**src/rtl/mtlb_pkg.sv**
```systemverilog
package mtlb_pkg;
    typedef enum logic {
        OP_READ  = 1'b0,
        OP_WRITE = 1'b1
    } tlb_op_e;
endpackage

```
**src/rtl/mtlb_mask_norm.sv**
```systemverilog
module mtlb_mask_norm #(
    parameter int W = 20
) (
    input  logic [W-1:0] raw,
    output logic [W-1:0] norm
);
    // Keep only the run of ones starting at the top bit.
    assign norm[W-1] = raw[W-1];
    for (genvar i = W - 2; i >= 0; i--) begin : g_chain
        assign norm[i] = raw[i] & norm[i+1];
    end
endmodule

```
**src/rtl/mtlb_entry.sv**
```systemverilog
module mtlb_entry #(
    parameter int VPN_W = 20
) (
    input  logic             clk,
    input  logic             rst_n,
    input  logic             we,
    input  logic [VPN_W-1:0] w_tag,
    input  logic [VPN_W-1:0] w_mask,
    input  logic [VPN_W-1:0] w_pbase,
    input  logic             w_valid,
    input  logic [VPN_W-1:0] lk_vpn,
    output logic             hit,
    output logic [VPN_W-1:0] xlat,
    output logic             q_valid,
    output logic [VPN_W-1:0] q_tag,
    output logic [VPN_W-1:0] q_mask,
    output logic [VPN_W-1:0] q_pbase
);
    localparam logic [VPN_W-1:0] ONE = VPN_W'(1);

    always_ff @(posedge clk) begin
        if (!rst_n) begin
            q_valid <= 1'b0;
            q_tag   <= '0;
            q_mask  <= '0;
            q_pbase <= '0;
        end else if (we) begin
            q_valid <= w_valid;
            q_tag   <= w_tag;
            q_mask  <= w_mask;
            q_pbase <= w_pbase;
        end
    end

    always_comb begin
        hit  = q_valid && (((lk_vpn ^ q_tag) & q_mask) == '0);
        xlat = (q_pbase & q_mask) | (lk_vpn & ~q_mask);
    end

    // a write lands in the entry at the strobing edge
    assert_wr_load_R3: assert property (@(posedge clk) disable iff (!rst_n)
        we |=> (q_valid == $past(w_valid)) && (q_tag == $past(w_tag))
               && (q_pbase == $past(w_pbase)));

    // stored mask is always an unbroken run of ones from the top
    assert_mask_contig_R10: assert property (@(posedge clk) disable iff (!rst_n)
        ((~q_mask) & ((~q_mask) + ONE)) == '0);
endmodule

```
**src/rtl/mtlb_prio.sv**
```systemverilog
module mtlb_prio #(
    parameter int N = 4
) (
    input  logic         clk,
    input  logic         rst_n,
    input  logic [N-1:0] req,
    output logic [N-1:0] gnt
);
    always_comb begin
        logic found;
        found = 1'b0;
        gnt   = '0;
        for (int i = 0; i < N; i++) begin
            if (req[i] && !found) begin
                gnt[i] = 1'b1;
                found  = 1'b1;
            end
        end
    end

    // at most one entry supplies the translation
    assert_onehot_R7: assert property (@(posedge clk) disable iff (!rst_n)
        $onehot0(gnt));

    // the chosen entry is one that actually hit
    assert_grant_req_R7: assert property (@(posedge clk) disable iff (!rst_n)
        (gnt & ~req) == '0);
endmodule

```
**src/rtl/masked_tlb.sv**
```systemverilog
module masked_tlb
    import mtlb_pkg::*;
#(
    parameter int ENTRIES  = 4,
    parameter int VA_W     = 32,
    parameter int PG_SHIFT = 12,
    parameter int IDX_W    = $clog2(ENTRIES),
    parameter int VPN_W    = VA_W - PG_SHIFT
) (
    input  logic             clk,
    input  logic             rst_n,
    input  logic             dat_we,
    input  logic             dat_valid,
    input  logic [VPN_W-1:0] dat_pbase,
    input  logic             cmd_we,
    input  logic             cmd_op,
    input  logic [IDX_W-1:0] cmd_idx,
    input  logic [VPN_W-1:0] cmd_tag,
    input  logic [VPN_W-1:0] cmd_mask,
    output logic             dr_valid,
    output logic [VPN_W-1:0] dr_pbase,
    output logic [VPN_W-1:0] rb_tag,
    output logic [VPN_W-1:0] rb_mask,
    input  logic [VA_W-1:0]  lk_addr,
    output logic             lk_hit,
    output logic [VA_W-1:0]  lk_paddr
);
    tlb_op_e          op;
    logic             do_wr;
    logic             do_rd;
    logic [VPN_W-1:0] mask_n;
    logic [VPN_W-1:0] lk_vpn;

    logic [ENTRIES-1:0] hit_v;
    logic [ENTRIES-1:0] gnt_v;
    logic [VPN_W-1:0]   xlat_a  [ENTRIES];
    logic               qv_a    [ENTRIES];
    logic [VPN_W-1:0]   qtag_a  [ENTRIES];
    logic [VPN_W-1:0]   qmask_a [ENTRIES];
    logic [VPN_W-1:0]   qpb_a   [ENTRIES];

    logic               sel_valid;
    logic [VPN_W-1:0]   sel_pbase;
    logic [VPN_W-1:0]   sel_tag;
    logic [VPN_W-1:0]   sel_mask;
    logic [VPN_W-1:0]   out_vpn;

    assign op     = tlb_op_e'(cmd_op);
    assign lk_vpn = lk_addr[VA_W-1:PG_SHIFT];

    // Command decode
    always_comb begin
        do_wr = 1'b0;
        do_rd = 1'b0;
        unique case (op)
            OP_WRITE: do_wr = cmd_we;
            OP_READ:  do_rd = cmd_we;
        endcase
    end

    mtlb_mask_norm #(.W(VPN_W)) u_norm (
        .raw  (cmd_mask),
        .norm (mask_n)
    );

    for (genvar i = 0; i < ENTRIES; i++) begin : g_ent
        mtlb_entry #(.VPN_W(VPN_W)) u_ent (
            .clk     (clk),
            .rst_n   (rst_n),
            .we      (do_wr && (cmd_idx == IDX_W'(i))),
            .w_tag   (cmd_tag),
            .w_mask  (mask_n),
            .w_pbase (dr_pbase),
            .w_valid (dr_valid),
            .lk_vpn  (lk_vpn),
            .hit     (hit_v[i]),
            .xlat    (xlat_a[i]),
            .q_valid (qv_a[i]),
            .q_tag   (qtag_a[i]),
            .q_mask  (qmask_a[i]),
            .q_pbase (qpb_a[i])
        );
    end

    mtlb_prio #(.N(ENTRIES)) u_prio (
        .clk   (clk),
        .rst_n (rst_n),
        .req   (hit_v),
        .gnt   (gnt_v)
    );

    // Lookup result
    always_comb begin
        out_vpn = '0;
        for (int i = 0; i < ENTRIES; i++) begin
            if (gnt_v[i]) out_vpn = out_vpn | xlat_a[i];
        end
        lk_hit   = |gnt_v;
        lk_paddr = lk_hit ? {out_vpn, lk_addr[PG_SHIFT-1:0]} : '0;
    end

    // Readback selection
    always_comb begin
        sel_valid = qv_a[cmd_idx];
        sel_pbase = qpb_a[cmd_idx];
        sel_tag   = qtag_a[cmd_idx];
        sel_mask  = qmask_a[cmd_idx];
    end

    // Data register and tag/mask readback
    always_ff @(posedge clk) begin
        if (!rst_n) begin
            dr_valid <= 1'b0;
            dr_pbase <= '0;
            rb_tag   <= '0;
            rb_mask  <= '0;
        end else if (do_rd) begin
            dr_valid <= sel_valid;
            dr_pbase <= sel_pbase;
            rb_tag   <= sel_tag;
            rb_mask  <= sel_mask;
        end else if (dat_we) begin
            dr_valid <= dat_valid;
            dr_pbase <= dat_pbase;
        end
    end

    // a miss drives a zero address
    assert_miss_zero_R8: assert property (@(posedge clk) disable iff (!rst_n)
        !lk_hit |-> (lk_paddr == '0));

    // the page offset passes through on a hit
    assert_offset_R5: assert property (@(posedge clk) disable iff (!rst_n)
        lk_hit |-> (lk_paddr[PG_SHIFT-1:0] == lk_addr[PG_SHIFT-1:0]));

    // a read command fills the data register from the entry
    assert_rd_load_R9: assert property (@(posedge clk) disable iff (!rst_n)
        do_rd |=> (dr_valid == $past(sel_valid)) && (dr_pbase == $past(sel_pbase)));
endmodule

```
**config.mk**
```make
export PLATFORM = sky130hd
export DESIGN_NAME = masked_tlb
export DESIGN_NICKNAME = d
export VERILOG_FILES = /design/src/rtl/mtlb_pkg.sv /design/src/rtl/mtlb_mask_norm.sv /design/src/rtl/mtlb_entry.sv /design/src/rtl/mtlb_prio.sv /design/src/rtl/masked_tlb.sv
export SDC_FILE = /design/constraint.sdc
export NUM_CORES = 1
export LEC_CHECK = 0
export BUFFER_PORTS_ARGS = -buffer_cell sky130_fd_sc_hd__buf_2
export CAP_MARGIN = 30
export CORE_MARGIN = 2
export CORE_UTILIZATION = 53
export DETAILED_ROUTE_END_ITERATION = 8
export PLACE_DENSITY = 0.77
export SLEW_MARGIN = 20
export SYNTH_ARGS = -nofsm -noshare
export SYNTH_HDL_FRONTEND = slang
export SYNTH_HIERARCHICAL = 1
export SYNTH_SLANG_ARGS = --single-unit
```
**constraint.sdc**
```tcl
create_clock -name clk -period 2.5 [get_ports clk]
set_clock_uncertainty 0.1 [all_clocks]
set_input_delay 0.125 -clock clk [delete_from_list [all_inputs] [get_ports clk]]
set_output_delay 0.125 -clock clk [all_outputs]
set_load 0.02 [all_outputs]
```
==> metrics.txt, run 1 <==
Synth Instances between 1,000 and 1,500; H-tree depth 2; Sink Count between 300 and 400; max_cap viols 0; commonest cells after routing, fill and taps aside mux2i_1, dfxtp_1, nor2b_1; Core Footprint approximately 0.029 sq mm; pin count of the biggest net entering global routing 97; TritonCTS Buffers 34; Root Buffer Master clkbuf_16; critical path class reg2out; Final period util 123%; HPWL Detailed roughly 33,000 microns; filler cell count ~2,300; Peak supply drop ~460 uV; Worst-path clk slew roughly 0.060 ns; hold slack between 0.03 and 0.04 ns; crit path launch type flop; area grow syn2layout 22.5%; Nets 1,824; PortBufs about 190; gr ovfl total 0; portion of netlist area occupied by mux cells between 30% and 40%; Placed Area ~0.017 sq mm; FMAX 0.326 GHz; DR top layer met5; worst skew pair latency approximately 0.52 ns; setup ws final -0.568 ns; failing checks negative setup slack; synthesized area around 0.016 sq mm; Post-synth EDFFs 0; Hold Violations, Final 0; share of cells above drive strength 1 ~27%; routed via count 12,700; Avg WL per Cell between 20 and 25 microns; CP Capture Type output pin; DRT Pass-1 Iters 5; DRC 0; Post-synth ARST share 0%; detailed router's first-iteration violation count 940; gpl congestion ~0.96; Final setup viols 33; xor/xnor share of the synthesized area between 4 and 5%; synth unique cells 38; first-pass GRT wire length around 73,000 microns; Syn Area/Cell between 10 and 15 sq um; status finished, violations left; Critical Path AT approximately 2.8 ns; IO Pins around 190; largest family of logic cells by synthesized area multiplexers; Yosys Warn Count 6; CP required approximately 2.3 ns; CTS tree done; Starting Density roughly 54%; post-synthesis compound-gate area fraction under 10%; leakage power a little under 0.008 uW; post-synthesis register bit count about 310; chip height between 150 and 200 microns; Reg2Reg Setup Slack around 1.1 ns; CTS max path bufs 3; routed wire length about 50,000 microns; Slew HR ~45%; die area ~0.03 sq mm; antenna-violating nets left 0; Seq/Total Area, Yosys 39.0%; routed metal-1 wire length approximately 20,000 microns; max-slew violations 0; antenna violations before repair 2; predominant post-synthesis flop cell dfxtp_1; HP Class in2reg; Worst Path Max Fanout 10; Synth Area in Adders 0%; TNS Setup -17.86 ns; final instance area 0.0192 sq mm; PwrDens slightly below 600 mW/mm^2; commonest non-fill, non-tap cell in the layout mux2i_1; Rows a little over 60; vias per cell between 5 and 6; Die X roughly 180 microns; vias in the first global route around 13,000; met3 wire len 3260 microns; RSZ-0062 raised after global routing yes; total nets after synthesis between 1,500 and 2,000; Post-Synth Simple-Gate Area around 14%; Post-Route Utilization around 66%; met2 wire len 24,400 microns; fin crit period between 3 and 4 ns; Total GRT Usage ~31%; Worst Max-Slew Pin Slew a little over 0.8 ns
-- state kept, by name, summed over array words and instances, names as in the netlist --
name / count
dr_pbase: 20
dr_valid: 1
g_ent.u_ent/q_mask: 80
g_ent.u_ent/q_pbase: 80
g_ent.u_ent/q_tag: 80
g_ent.u_ent/q_valid: 4
rb_mask: 20
rb_tag: 20
-- metal layers --
layer / up-vias / global-route usage, %
li1: 5811 / -
met1: 6273 / 37.5
met2: 514 / 53.8
met3: 137 / 4.78
met4: 2 / 13.3
met5: - / 0
-- power breakdown --
part	switching (uW)	leakage (uW)	total (uW)	internal, uW
clock network	2050	0.000572	5250	3200
logic	555	0.00466	1010	455
registers	74.6	0.00247	5000	4920
total	2680	0.00770	11300	8570
-- what timing repair did --
action | CTS | global route
resized for setup | 46 | 40
endpoints found under the setup margin | 33 | 33
setup buffers | 3 | 1
endpoints found under the hold margin | 105 | 0
pin swaps | 6 | 12
hold buffers | 42 | 0
gates cloned | 0 | 1
-- logic make-up after synthesis --
| kind of cell | after synthesis |
|---|---|
| muxes | 467 |
| and+or+nand+nor | 364 |
| DFF | 305 |
| xor gates and xnor gates | 80 |
| buffers and inverters | 102 |
| AOI/OAI and AO/OA | 176 |
-- Yosys cell counts (4+ instances only) --
library cell | number | area (sq um)
nand2_1 | 57 | 214
nor2b_1 | 257 | 1610
mux2_2 | 101 | 1140
o22ai_1 | 39 | 244
xor2_1 | 80 | 701
buf_6 | 6 | 67.6
clkbuf_1 | 42 | 158
buf_2 | 45 | 225
dfxtp_1 | 305 | 6110
inv_1 | 4 | 15.0
and2_1 | 4 | 25.0
and3_1 | 7 | 43.8
a222oi_1 | 4 | 40.0
a22oi_1 | 72 | 541
nand4_1 | 6 | 37.5
mux2i_1 | 366 | 3660
buf_4 | 4 | 30.0
a21o_1 | 39 | 293
nor4_2 | 4 | 50.1
o221ai_1 | 22 | 193
nand3_1 | 6 | 30.0
-- stage by stage --
stage               setup slack [ns]  power [uW]  std cells
finish                        -0.568       11300       2134
global route                  -0.664       11500       2132
CTS                           -0.502       11300       2130
detailed placement           -0.0194        6020       2025
global placement             -0.0472        6010       2025
floorplan                     0.0353        5660       1494
-- area by class of cell --
class | count | area, sq um | area share (%)
Clock inverter | 7 | 96.3 | 0.503
Tap cell | 384 | 480 | 2.51
Timing Repair Buffer | 292 | 2070 | 10.8
Sequential cell | 305 | 6110 | 31.9
Inverter | 4 | 15.0 | 0.0783
Clock buffer | 53 | 1090 | 5.67
Antenna cell | 2 | 5.00 | 0.0261
Multi-Input combinational cell | 1087 | 9300 | 48.5
-- worst paths after layout --
path / cells past startpoint / start / endpoint
worst min-delay path: 3 / cmd_idx[0] / dr_pbase[8]
worst max register to register: 4 / g_ent[1].u_ent/q_mask[18] / rb_mask[18]
worst max-delay path: 9 / g_ent[2].u_ent/q_tag[4] / lk_paddr[18]
worst min register to register: 1 / rb_mask[11] / rb_mask[11]
-- worst max-delay path, stage by stage (launching register included) --
cell       delay (ns)
dfxtp_1          0.35
xor2_1           0.17
a22oi_1          0.38
nand2_1          0.12
nor4_2           0.33
nor3b_4          0.42
clkbuf_16        0.26
a22oi_2          0.09
nand2_2          0.10
buf_6            0.13
(Power assumes the default switching activity.)
==> inputs of run 2 (changes only) <==
--- a/config.mk
+++ b/config.mk
@@ -11,4 +11,5 @@
 export CORE_UTILIZATION = 53
 export DETAILED_ROUTE_END_ITERATION = 8
+export GPL_TIMING_DRIVEN = 0
 export PLACE_DENSITY = 0.77
 export SLEW_MARGIN = 20
==> constraint.sdc (replaced) <==
create_clock -name clk -period 2.5 [get_ports clk]
set_clock_uncertainty 0.1 [all_clocks]
set_input_delay 0.5 -clock clk [delete_from_list [all_inputs] [get_ports clk]]
set_output_delay 0.5 -clock clk [all_outputs]
set_load 0.02 [all_outputs]
==> run 2 against run 1 <==
Compared with the run above:
- the flow still finishes with violations (negative setup slack)
- register-to-register slack gained 0.12 ns
- fmax shrank 14%
- count of clock-buffer cells in the layout grew 2
- power shrank 3.5%
- first-iteration DRC count grew 34%
- design area shrank 2.4%
- wire length grew 1.2%
- final cell count grew 0.37%
- worst setup slack lost 0.49 ns
- critical endpoint is now lk_paddr[5]
- highest routed layer is now met4
==> metrics.txt, run 2 (synthesis results as in run 1) <==
most frequent CP cell nor4_4; critical path class reg2out; PwrDens between 500 and 600 mW/mm^2; Final period util 142%; gr ovfl total 0; clock power share ~45%; commonest non-fill, non-tap cell in the layout mux2i_1; status finished, violations left; HP Class in2reg; IO Pins 194; setup ws final -1.05 ns; PortBufs 191; CTS tree done; Critical Path AT 2.95 ns; max-slew violations 0; Placed Cells roughly 2,100; Post-Layout Cell Count between 2,000 and 2,500; Total GRT Usage 32.0%; leakage power 0.00758 uW; DRC 0; DRT Pass-1 Iters 6; Switch Pwr 2650 uW; routed via count about 13,000; Avg WL per Cell approximately 24 microns; commonest cells after routing, fill and taps aside mux2i_1, dfxtp_1, nor2b_1; filler cell count 2,358; H-tree depth 2; Worst Max-Slew Pin Slew approximately 0.75 ns; CTS max path bufs 3; Peak supply drop ~630 uV; Root Buffer Master clkbuf_16; chip height 176 microns; Final setup viols 33; vias per cell 5.98; share of cells above drive strength 1 around a quarter; CP Capture Type output pin; antenna-violating nets left 0; critical path's slowest cell nor4_4; Hold Violations, Final 0; antenna violations before repair 1; combinational share of power 9.0%; critical path's largest stage delay 0.45 ns; RSZ-0062 raised after global routing yes; DR top layer met4; Core Footprint approximately 0.029 sq mm; HPWL Detailed slightly below 40,000 microns; register share of total power between 40 and 50%; max_cap viols 0; crit path cell chain xor2_1 -> a22oi_1 -> nand4_1 -> nor4_4 -> nor3b_4 -> buf_12 -> nor4_4 -> buf_6 -> buf_8 -> nor2b_2 -> buf_4; Slew HR roughly half; area grow syn2layout 19.6%; Worst-path clk slew 0.06 ns; met2 wire len roughly 23,000 microns; die area between 0.03 and 0.04 sq mm; Worst Path Max Fanout 5; Net Sw Frac 24.4%; CP required 1.90 ns; Nets roughly 1,800; fin crit period 3.55 ns; worst skew pair latency about 0.52 ns; pin count of the biggest net entering global routing 35; Largest regs g_ent.u_ent/q_mask (80), g_ent.u_ent/q_pbase (80), g_ent.u_ent/q_tag (80); internal power about 8000 uW; vias in the first global route 12,400; Starting Density roughly 54%; routed wire length 50,600 microns; detailed router's first-iteration violation count ~1,300; Rows between 60 and 70; Sink Count 305; TritonCTS Buffers 34; Die X approximately 180 microns; Placed Area ~0.017 sq mm; gpl congestion roughly 1.0; total power about 11,000 uW; FMAX 0.281 GHz; failing checks negative setup slack; final instance area roughly 0.019 sq mm; crit path launch type flop; first-pass GRT wire length approximately 75,000 microns; routed metal-1 wire length roughly 21,000 microns; met3 wire len 4490 microns; Post-Route Utilization 64.8%
## run 2: path summary, 6_finish.rpt
kind                             from                       end  slack, ns  cells past startpoint
max          g_ent[2].u_ent/q_tag[10]               lk_paddr[5]      -1.05                     11
max reg2reg  g_ent[3].u_ent/q_mask[5]                rb_mask[5]       1.23                      3
min                       cmd_tag[19]  g_ent[1].u_ent/q_tag[19]       0.20                      3
min reg2reg               rb_mask[19]               rb_mask[19]       0.34                      1
## run 2: worst max-delay path, delay by kind of cell, from the launching register on
kind | cells | cell delay [ns]
AO/OA/AOI/OAI | 1 | 0.25
XOR/XNOR | 1 | 0.16
buffers and inverters | 4 | 0.59
flip-flops | 1 | 0.34
AND/OR/NAND/NOR | 5 | 1.10
## run 2: cell type report
type,count,area (sq um),share of cell area (%)
timing repair buffer,203,1260,6.75
antenna,1,2.50,0.0134
tap,384,480,2.57
multi-input combinational,1087,9210,49.2
sequential,305,6110,32.7
clock inverter,5,31.3,0.167
inverter,4,17.5,0.0936
clock buffer,55,1040,5.58
buffer,98,551,2.94
## run 2: repair_timing
action / CTS / global route
hold buffers: 0 / 0
endpoints found under the hold margin: 0 / 0
endpoints found under the setup margin: 33 / 33
pin swaps: 15 / 2
gates resized for setup: 92 / 5
buffers inserted: 14 / 0
cloned: 2 / 0
## run 2: power by group through the flow
stage / clock network [uW] / registers [uW] / logic (uW)
after floorplan: 0 / 5100 / 561
after global placement: 0 / 5110 / 915
after detailed placement: 0 / 5110 / 930
after CTS: 4910 / 5000 / 961
after global routing: 5120 / 5010 / 1030
final: 4880 / 5010 / 981
## run 2: per-layer routing
layer	vias up	GRT usage [%]
li1	5828	-
met1	6221	41.4
met2	636	52.8
met3	127	6.28
met4	0	12.1
met5	-	0
## run 2: through the flow
stage,hold slack [ns],TNS [ns],setup slack (ns)
after floorplan,0.394,-6.53,-0.248
after global placement,0.330,-36.40,-1.18
final,0.196,-32.55,-1.05
after detailed placement,0.334,-37.27,-1.21
after global routing,0.208,-35.28,-1.12
after CTS,0.195,-30.85,-0.970
==> inputs of run 3 (changes only) <==
- RECOVER_POWER: not set -> 50
==> run 3 against run 2 <==
Compared with the run above:
- design area shrank 0.52%
- non-clock buffer count is the same
- largest power group unchanged
- first-iteration DRC count down 1.5%
- sequential power hardly changed
- sequential share of layout area up 0.17 points
- sequential cell count is the same
- the run still ends with negative setup slack left
- final cell count is the same
- critical path depth increased by 1
- highest routed layer unchanged
- global-route usage did not move
- register-to-register slack worse by 0.03 ns
- worst setup slack better by 0.023 ns
==> metrics.txt, run 3 (synthesis results as in run 1) <==
Hold Path End g_ent[1].u_ent/q_tag[19]; area grow syn2layout 19.0%; HP Class in2reg; first-pass GRT wire length about 75,000 microns; Root Buffer Master clkbuf_16; Worst R2R End rb_mask[5]; pin count of the biggest net entering global routing 35; PortBufs 191; crit path cell chain xor2_2 -> a222oi_1 -> nand3_1 -> nor4_4 -> buf_4 -> nor3b_4 -> buf_12 -> nor4_4 -> buf_6 -> buf_8 -> nor2b_2 -> buf_4; CP Capture Type output pin; max_cap viols 0; critical path class reg2out; Avg WL per Cell about 24 microns; failing checks negative setup slack; Peak supply drop between 600 and 700 uV; Slew HR roughly 40%; setup ws final -1.03 ns; Worst Max-Slew Pin Slew around 0.90 ns; H-tree depth 2; Die X about 180 microns; HPWL Detailed 38,900 microns; CP required between 1.5 and 2 ns; fin crit period about 3.5 ns; Nets 1,833; gr ovfl total 0; Final setup viols 275; # hold bufs at CTS 0; Final period util 141%; Sink Count roughly 300; Placed Area around 0.017 sq mm; filler cell count approximately 2,400; Placed Cells a little over 2,000; Core Footprint slightly below 0.03 sq mm; crit path launch type flop; CTS max path bufs 3; Critical Path AT slightly below 3 ns; PwrDens around 580 mW/mm^2; share of cells above drive strength 1 between 20% and 30%; FF-to-FF path depth 3; vias in the first global route approximately 12,000; leakage power approximately 0.0073 uW; antenna violations before repair 1; Reg2Reg Setup Slack around 1.2 ns; final instance area 0.0186 sq mm; critical path's slowest cell dfxtp_4; total power 10,900 uW; commonest cells after routing, fill and taps aside mux2i_1, dfxtp_1, nor2b_1; Hold Violations, Final 0; routed via count roughly 13,000; detailed router's first-iteration violation count ~1,200; hold_sp cmd_tag[19]; Hold Path Cell Cnt 3; chip height 176 microns; TritonCTS Buffers 34; Worst Path Max Fanout 5; antenna-violating nets left 0; Largest regs g_ent.u_ent/q_mask (80), g_ent.u_ent/q_pbase (80), g_ent.u_ent/q_tag (80); die area around 0.031 sq mm; Post-Layout Cell Count 2,142; RR Startpoint g_ent[2].u_ent/q_mask[5]; DRC 0; CTS tree done; vias per cell 5.96; DRT Pass-1 Iters 5; RSZ-0062 raised after global routing yes; IO Pins a little under 200; critical path's largest stage delay 0.37 ns; Post-Route Utilization 64.5%; Total GRT Usage between 30% and 40%; max-slew violations 0; commonest non-fill, non-tap cell in the layout mux2i_1; gpl congestion around 1; Rows 62; status finished, violations left; routed wire length 50,700 microns; Worst-path clk slew 0.06 ns; Starting Density between 50 and 60%; worst skew pair latency roughly 0.52 ns; FMAX between 0.2 and 0.3 GHz; TNS Setup -110.51 ns
run 3: changes by cell type in the layout (fill, tap and decap cells not counted), sizes merged:
cell    before  now
buf        259  189
clkbuf      97  167
run 3: stage by stage:
stage                     hold WS, ns  setup slack, ns
final                           0.197            -1.03
after global placement          0.330            -1.18
after global routing            0.208            -1.12
after detailed placement        0.334            -1.21
after floorplan                 0.394           -0.248
after CTS                       0.195           -0.970
run 3: how the worst max path moves through the flow:
stage | cells past startpoint | startpoint | to
floorplan | 8 | lk_addr[22] | lk_paddr[10]
global placement | 10 | lk_addr[17] | lk_paddr[4]
detailed placement | 10 | lk_addr[17] | lk_paddr[9]
CTS | 11 | g_ent[2].u_ent/q_tag[10] | lk_paddr[9]
global route | 12 | g_ent[0].u_ent/q_tag[7] | lk_paddr[5]
finish | 12 | g_ent[0].u_ent/q_tag[7] | lk_paddr[5]
run 3: timing repair:
item | in CTS | in global routing
buffers inserted | 14 | 0
setup endpoints to repair | 33 | 33
gates cloned | 2 | 0
endpoints found under the hold margin | 0 | 0
resized for setup | 92 | 5
pin swaps | 15 | 2
run 3: final cells by class:
class	instances	area, sq um	area share [%]
repair buffers	203	1190	6.37
plain buffers	98	536	2.88
flip-flops and latches	305	6110	32.8
diodes	1	2.50	0.0134
inverters	4	17.5	0.0941
clock buffers	55	1040	5.61
well taps	384	480	2.58
multi-input cells	1087	9200	49.4
clock inverters	5	31.3	0.168
run 3: routing by layer:
layer	global-route usage [%]	up-vias	wire length (microns)
li1	-	5817	-
met3	6.28	126	4500
met2	52.8	629	23300
met1	41.4	6202	20900
met4	12.1	0	2080
met5	0	-	0
run 3: where the power goes:
group,internal (uW),switching (uW),total [uW],leakage (uW)
Clock,2860,2020,4880,0.000529
Combinational,421,554,975,0.00431
Sequential,4920,84.5,5010,0.00247
Total,8200,2660,10900,0.00730
run 3: critical path, delay by kind of cell (launching register included):
family	cells	cell delay (ns)
AOI/OAI and AO/OA	1	0.33
DFF	1	0.37
buffers and inverters	5	0.80
xor gates and xnor gates	1	0.20
and+or+nand+nor	5	0.71
